$ cat src/rtl/dshift_pkg.sv
package dshift_pkg;

    typedef enum logic [3:0] {
        OP_NONE   = 4'd0,
        OP_SLL_I  = 4'd1,
        OP_SRL_I  = 4'd2,
        OP_SRA_I  = 4'd3,
        OP_SLL_H  = 4'd4,
        OP_SRL_H  = 4'd5,
        OP_SRA_H  = 4'd6,
        OP_SLL_R  = 4'd7,
        OP_SRL_R  = 4'd8,
        OP_SRA_R  = 4'd9
    } shift_op_e;

    typedef enum logic [1:0] {
        SRC_IMM  = 2'd0,
        SRC_HIGH = 2'd1,
        SRC_REG  = 2'd2
    } amt_src_e;

    typedef struct packed {
        logic     legal;
        logic     left;
        logic     arith;
        amt_src_e src;
    } shift_ctrl_t;

endpackage

$ cat src/rtl/dshift_ctrl.sv
module dshift_ctrl
    import dshift_pkg::*;
#(
    parameter int DATA_W = 64,
    parameter int IMM_W  = 5,
    localparam int AMT_W = $clog2(DATA_W)
) (
    input  logic [3:0]       op_i,
    input  logic [IMM_W-1:0] imm_i,
    input  logic [AMT_W-1:0] reg_amt_i,
    output shift_ctrl_t      ctrl_o,
    output logic [AMT_W-1:0] amt_o
);
    localparam int HALF = DATA_W / 2;

    always_comb begin
        ctrl_o = '{legal: 1'b1, left: 1'b0, arith: 1'b0, src: SRC_IMM};
        unique case (op_i)
            OP_SLL_I: ctrl_o = '{1'b1, 1'b1, 1'b0, SRC_IMM};
            OP_SRL_I: ctrl_o = '{1'b1, 1'b0, 1'b0, SRC_IMM};
            OP_SRA_I: ctrl_o = '{1'b1, 1'b0, 1'b1, SRC_IMM};
            OP_SLL_H: ctrl_o = '{1'b1, 1'b1, 1'b0, SRC_HIGH};
            OP_SRL_H: ctrl_o = '{1'b1, 1'b0, 1'b0, SRC_HIGH};
            OP_SRA_H: ctrl_o = '{1'b1, 1'b0, 1'b1, SRC_HIGH};
            OP_SLL_R: ctrl_o = '{1'b1, 1'b1, 1'b0, SRC_REG};
            OP_SRL_R: ctrl_o = '{1'b1, 1'b0, 1'b0, SRC_REG};
            OP_SRA_R: ctrl_o = '{1'b1, 1'b0, 1'b1, SRC_REG};
            default:  ctrl_o = '{1'b0, 1'b0, 1'b0, SRC_IMM};
        endcase
    end

    always_comb begin
        case (ctrl_o.src)
            SRC_HIGH: amt_o = AMT_W'(HALF) + AMT_W'(imm_i);
            SRC_REG:  amt_o = reg_amt_i;
            default:  amt_o = AMT_W'(imm_i);
        endcase
    end

endmodule

$ cat src/rtl/dshift_rev.sv
module dshift_rev #(
    parameter int W = 64
) (
    input  logic [W-1:0] in_i,
    output logic [W-1:0] out_o
);
    for (genvar i = 0; i < W; i++) begin : g_bit
        assign out_o[i] = in_i[W-1-i];
    end
endmodule

$ cat src/rtl/dshift_barrel.sv
module dshift_barrel #(
    parameter int W = 64,
    localparam int STAGES = $clog2(W)
) (
    input  logic [W-1:0]      data_i,
    input  logic [STAGES-1:0] amt_i,
    input  logic              fill_i,
    output logic [W-1:0]      data_o
);
    logic [W-1:0] stage [STAGES+1];

    assign stage[0] = data_i;

    for (genvar k = 0; k < STAGES; k++) begin : g_stage
        localparam int STEP = 1 << k;
        assign stage[k+1] = amt_i[k]
            ? {{STEP{fill_i}}, stage[k][W-1:STEP]}
            : stage[k];
    end

    assign data_o = stage[STAGES];
endmodule

$ cat src/rtl/dshift_unit.sv
module dshift_unit
    import dshift_pkg::*;
#(
    parameter int DATA_W = 64,
    parameter int IMM_W  = 5,
    localparam int AMT_W = $clog2(DATA_W)
) (
    input  logic              clk_i,
    input  logic              rst_ni,
    input  logic [3:0]        op_i,
    input  logic [DATA_W-1:0] operand_i,
    input  logic [IMM_W-1:0]  imm_i,
    input  logic [DATA_W-1:0] shamt_reg_i,
    output logic [DATA_W-1:0] result_o
);
    typedef struct packed {
        logic [DATA_W-1:0] result;
    } state_t;

    state_t            st_d, st_q;
    shift_ctrl_t       ctrl;
    logic [AMT_W-1:0]  amt;
    logic [DATA_W-1:0] operand_rev, shift_in, shift_out, shift_out_rev;
    logic              fill;

    dshift_ctrl #(.DATA_W(DATA_W), .IMM_W(IMM_W)) ctrl_i (
        .op_i      (op_i),
        .imm_i     (imm_i),
        .reg_amt_i (shamt_reg_i[AMT_W-1:0]),
        .ctrl_o    (ctrl),
        .amt_o     (amt)
    );

    dshift_rev #(.W(DATA_W)) rev_in_i (
        .in_i  (operand_i),
        .out_o (operand_rev)
    );

    assign shift_in = ctrl.left ? operand_rev : operand_i;
    assign fill     = ctrl.arith & operand_i[DATA_W-1];

    dshift_barrel #(.W(DATA_W)) barrel_i (
        .data_i (shift_in),
        .amt_i  (amt),
        .fill_i (fill),
        .data_o (shift_out)
    );

    dshift_rev #(.W(DATA_W)) rev_out_i (
        .in_i  (shift_out),
        .out_o (shift_out_rev)
    );

    always_comb begin
        st_d = st_q;
        if (!ctrl.legal) begin
            st_d.result = '0;
        end else if (ctrl.left) begin
            st_d.result = shift_out_rev;
        end else begin
            st_d.result = shift_out;
        end
    end

    always_ff @(posedge clk_i or negedge rst_ni) begin
        if (!rst_ni) begin
            st_q <= '0;
        end else begin
            st_q <= st_d;
        end
    end

    assign result_o = st_q.result;

endmodule

$ cat config.mk
export PLATFORM = sky130hd
export DESIGN_NAME = dshift_unit
export DESIGN_NICKNAME = d
export VERILOG_FILES = /design/src/rtl/dshift_pkg.sv /design/src/rtl/dshift_ctrl.sv /design/src/rtl/dshift_rev.sv /design/src/rtl/dshift_barrel.sv /design/src/rtl/dshift_unit.sv
export SDC_FILE = /design/constraint.sdc
export NUM_CORES = 1
export LEC_CHECK = 0
export CAP_MARGIN = 0
export CORE_MARGIN = 5
export CORE_UTILIZATION = 40
export DETAILED_ROUTE_END_ITERATION = 6
export DONT_BUFFER_PORTS = 1
export PLACE_DENSITY = 0.59
export SLEW_MARGIN = 10
export SYNTH_ARGS = -nofsm -noshare
export SYNTH_HDL_FRONTEND = slang
export SYNTH_SLANG_ARGS = --single-unit
$ cat constraint.sdc
create_clock -name clk_i -period 0.82 [get_ports clk_i]
set_input_delay 0.205 -clock clk_i [delete_from_list [all_inputs] [get_ports clk_i]]
set_output_delay 0.205 -clock clk_i [all_outputs]
set_load 0.05 [all_outputs]
# [Word level (Yosys, flattened, before mapping)]
# Memory sizes are Yosys's and may differ from the RTL's.
# Cells that the tools add are included.
# W data, S select, Z words.
[word_totals] ff_bits=64 romBits=80 input_bits=139 output_inout_bits=64 word_cells=16 mem_count=1
[mem_list] name="(no name shown)" depth=16 word_bits=5 rd=1 rd_ports_with_merged_regs=0 write_ports=0 line="dshift_ctrl.sv:18" rtl="unique case (op_i)"
[classes] n_addsub=1 eq_ne=2 n_mux=10 bitwise=1
[ops] op="$mux W64" n=9
[ops] op="$pmux W6 S2" n=1
[ops] op="$add A6 B5 Y6 const A" n=1
[ops] op="$eq A2 B1 Y1 const B" n=1
[ops] op="$eq A2 B2 Y1 const B" n=1
[ops] op="$and A1 B1 Y1" n=1

# [Depth between registers and ports, before layout]
# An unclocked memory read counts as a cell.
[logic_depth] depth_word=11 depth_mapped=20 depth_no_buf=14

# [By module]
# A second synthesis with hierarchy kept.
[hier_totals] cells_unflattened=973 hier_area_um2=9769.4
[by_module_without_submodules] mod="dshift_barrel" n_inst=1 cells_per_inst=536 area_each_um2=4674.5 seq_area_each_um2=0.0
[by_module_without_submodules] mod="dshift_unit" n_inst=1 cells_per_inst=278 area_each_um2=3878.7 seq_area_each_um2=1601.5
[by_module_without_submodules] mod="dshift_rev" n_inst=2 cells_per_inst=64 area_each_um2=480.5 seq_area_each_um2=0.0
[by_module_without_submodules] mod="dshift_ctrl" n_inst=1 cells_per_inst=31 area_each_um2=255.2 seq_area_each_um2=0.0

# [Worst setup path after synthesis]
# Ideal clock, no wire load.
[synth_timing] path_kind="input to register" start="input port op_i[3]" end="register st_q, in the netlist result_o[62]" setup_time_ns=0.124 arrival_ns=3.819 required_time_ns=0.696 slack_ns=-3.123 path_stages=15 path_buffers=4 cell_sequence="buf_2 -> clkbuf_1 -> clkbuf_1 -> nor2_1 -> a21o_1 -> ha_1 -> o21a_1 -> nor2_2 -> buf_2 -> mux4_1 -> a32oi_1 -> o211ai_1 -> mux4_2 -> o2bb2ai_1 -> a211o_1"
[synth_lines] item="start, declared" line="dshift_unit.sv:10" rtl="input logic [3:0] op_i,"
[synth_lines] item="end signal, assigned" line="dshift_unit.sv:69" rtl="st_q <= st_d;"
[synth_lines] item="end, declared" line="dshift_unit.sv:20" rtl="state_t st_d, st_q;"

==> results.rst <==
.. list-table::
   :header-rows: 1

   * - Metric
     - Value
   * - CP required
     - roughly 1100 ps
   * - Wire per inst
     - 27.7 um
   * - DIE AREA
     - 27,100 sq um
   * - Max-capacitance violation count
     - 0
   * - Remaining design rule violation count
     - 0
   * - Highest attainable clock frequency
     - 298 MHz
   * - TritonCTS clock tree
     - done
   * - Path category of the worst min-delay check
     - in -> async
   * - Count of standard-cell rows
     - 56
   * - Port Buffers
     - 0
   * - Final weighted congestion in routability-driven placement
     - between 1 and 1.5
   * - Commonest non-fill, non-tap cells in the layout
     - buf_4 (452), nand2_1 (140), buf_12 (85)
   * - Placed Instance Area
     - 14,500 sq um
   * - Residual overflow from global routing
     - 0
   * - Horizontal die dimension
     - between 150 and 200 um
   * - Violation count after the first detailed-route iteration
     - approximately 1,800
   * - Number of antenna violations at the first check in global routing
     - 1
   * - Antenna viol nets, final
     - 0
   * - Hold slack
     - -447 ps
   * - Post-detail-place hpwl
     - 44,400 um
   * - Number of enable-type register cells in the synthesized netlist
     - 0
   * - Result of the run
     - finished with violations
   * - Smallest setup slack after layout
     - -2540 ps
   * - Transition time at the pin with the least slew margin
     - ~610 ps
   * - Core ar.
     - about 23,000 sq um
   * - Leading cell type in the layout, fill and taps excluded
     - buf_4
   * - Startpoint type of the worst setup path
     - input port
   * - Critical path capture point type
     - flip-flop
   * - Count of distinct cell types in the synthesized netlist
     - 83
   * - Via-per-instance ratio
     - ~7
   * - Total wire length
     - roughly 58,000 um
   * - Antenna diode count
     - 0
   * - Total vias in the final route
     - 14,300
   * - Top area cells in the synthesized netlist
     - dfrtp_1 (17%), nand2_1 (6.1%), a21oi_1 (5.5%)
   * - Max reg flops
     - 64
   * - Number of buffers between clock root and the deepest sink
     - 2
   * - First-pass GRT wire length
     - approximately 84,000 um
   * - Number of global-route vias before repair
     - 13,700
   * - Synthesis-stage register bit count
     - 64
   * - Crit Path Category
     - in -> reg
   * - Number of search-and-repair iterations in the first detailed-routing pass
     - 6
   * - CTS Buf Count
     - 9
   * - Final period util
     - 4.09
   * - Area overhead of the layout relative to synthesis
     - 76.9%
   * - Max Slew Vio Count
     - 0
   * - Top cell type by total area after synthesis
     - dfrtp_1
   * - Arrival time at the worst endpoint
     - roughly 3600 ps
   * - Unrepaired setup endpoints after global routing
     - yes
   * - Violations in the final reports
     - negative hold slack, negative setup slack
   * - Peak supply drop
     - ~1.1 mV
   * - Final worst path period need
     - approximately 3400 ps
   * - Clock root buffer master
     - clkbuf_16
   * - Normalized max-slew margin
     - 0.590
   * - Maximum number of pins on one net before global-route repair
     - 65
   * - Post-Route Utilization
     - 0.720
   * - Die span in y
     - ~160 um
   * - Share of flip-flops with an asynchronous set or reset after synthesis
     - 1.00
   * - Share of layout cells above drive strength 1
     - 0.521
   * - Number of hold violations in the final report
     - 64
   * - Final cell area excluding filler cells
     - 16,900 sq um
   * - Number of top-level pins
     - between 200 and 250
   * - Starting Density
     - 0.407
   * - Leakage power figure
     - between 7 and 8 nW
   * - CTS sink cnt
     - 64
   * - Max H-tree Level
     - 3
   * - Share of the synthesized area in the top cell type
     - 0.168
   * - Cells after synthesis
     - ~1,300
   * - Clock-pin slew of the registers on the worst-case setup and hold paths
     - about 60 ps
   * - Average instance area after synthesis
     - around 7.3 sq um
   * - Yosys Warn Count
     - 0
   * - Final setup vio count
     - 128
   * - Post-route total power
     - ~32 mW
   * - Synthesized netlist net count
     - between 1,000 and 1,500
   * - Post-synthesis cell area
     - about 9600 sq um
   * - Number of nets in the finished design
     - 1,902
   * - Maximum fanout encountered on the critical timing path
     - 9
   * - Post-synth top flop
     - dfrtp_1
   * - Power density relative to cell area
     - approximately 1900 nW/um^2
   * - GR Util All Layers
     - 0.408
   * - Share of the yosys chip area belonging to registers
     - 0.168
[cells in the mapped netlist, types with 7 or more instances]
cell type / n
a211o_1: 21
a211oi_1: 42
a21o_1: 11
a21oi_1: 105
a221oi_1: 11
a22o_1: 7
a22oi_1: 17
a31oi_1: 24
a32oi_1: 25
and2_1: 9
and3_1: 25
buf_1: 16
buf_2: 43
clkbuf_1: 62
dfrtp_1: 64
ha_1: 7
inv_1: 10
mux2_2: 14
mux2i_1: 37
mux4_1: 8
mux4_2: 22
nand2_1: 155
nand3_1: 50
nand4_1: 28
nor2_1: 101
nor2b_1: 11
nor3_1: 37
o211ai_1: 34
o21ai_0: 96
o221ai_1: 16
o22ai_1: 35
o2bb2ai_1: 8
o31ai_1: 31
o32ai_1: 8
[metal layers]
layer	track usage	routed length, um	share of wire
met2	0.668	26000	0.45
met3	0.0871	6440	0.11
met5	0	21	0.00036
met4	0.233	4730	0.082
met1	0.496	20400	0.35
[worst paths after layout]
check,start,to,slack (ps),depth (start not counted)
worst max-delay path,op_i[0],result_o[62],-2540,15
worst min-delay path,rst_ni,result_o[31],-450,0
max in group asynchronous,rst_ni,result_o[56],1160,0
min in group clk_i,op_i[3],result_o[18],490,4
[cell type report]
class / instances / area [sq um]
clock buffers: 9 / 225
clock inverters: 7 / 125
fillers: 1812 / 6560
inverters: 11 / 42.5
multi-input cells: 1093 / 8930
flip-flops and latches: 64 / 1600
well taps: 319 / 399
repair buffers: 577 / 5590
[power breakdown]
part / internal (mW) / total, mW / leakage [nW] / switching, mW
Sequential: 3.75 / 4.25 / 0.830 / 0.501
Combinational: 10.8 / 23.6 / 6.06 / 12.8
Clock: 3.01 / 4.62 / 0.171 / 1.61
[cell families (layout without fill, tap and decap cells)]
kind of cell	Yosys count	count (layout)	synth area share
AOI/OAI and AO/OA	553	553	0.399
and+or+nand+nor	451	451	0.223
buffers and inverters	144	604	0.0715
muxes	81	81	0.129
DFF	64	64	0.168
adders and majority gates	7	7	0.00916
xor gates and xnor gates	1	1	0.000916
[through the flow]
| stage | setup slack (ps) | TNS, ps | instances |
|---|---|---|---|
| after floorplan | -2700 | -162510 | 1301 |
| after global placement | -3100 | -186510 | 2011 |
| after detailed placement | -3100 | -187750 | 2011 |
| after CTS | -2380 | -164420 | 2062 |
| after global routing | -2560 | -177640 | 2080 |
| final | -2540 | -172740 | 2080 |
[timing repair]
item	4_1_cts	5_1_grt
resized for setup	253	103
pin swaps	81	52
endpoints found under the hold margin	64	64
setup buffers	33	17
endpoints found under the setup margin	128	128
gates cloned	3	2
[critical path, stage by stage]
cell and delay [ps]:
ha_4 130, or3_4 450, ha_4 330, nand3b_1 160, buf_6 160, nand2_8 90, buf_12 160, buf_4 140
a211o_1 330, nand2_2 110, o211ai_1 120, and2_4 180, mux4_2 530, o2bb2ai_4 180, a211o_1 290
Power figures use the tool's default switching activity.
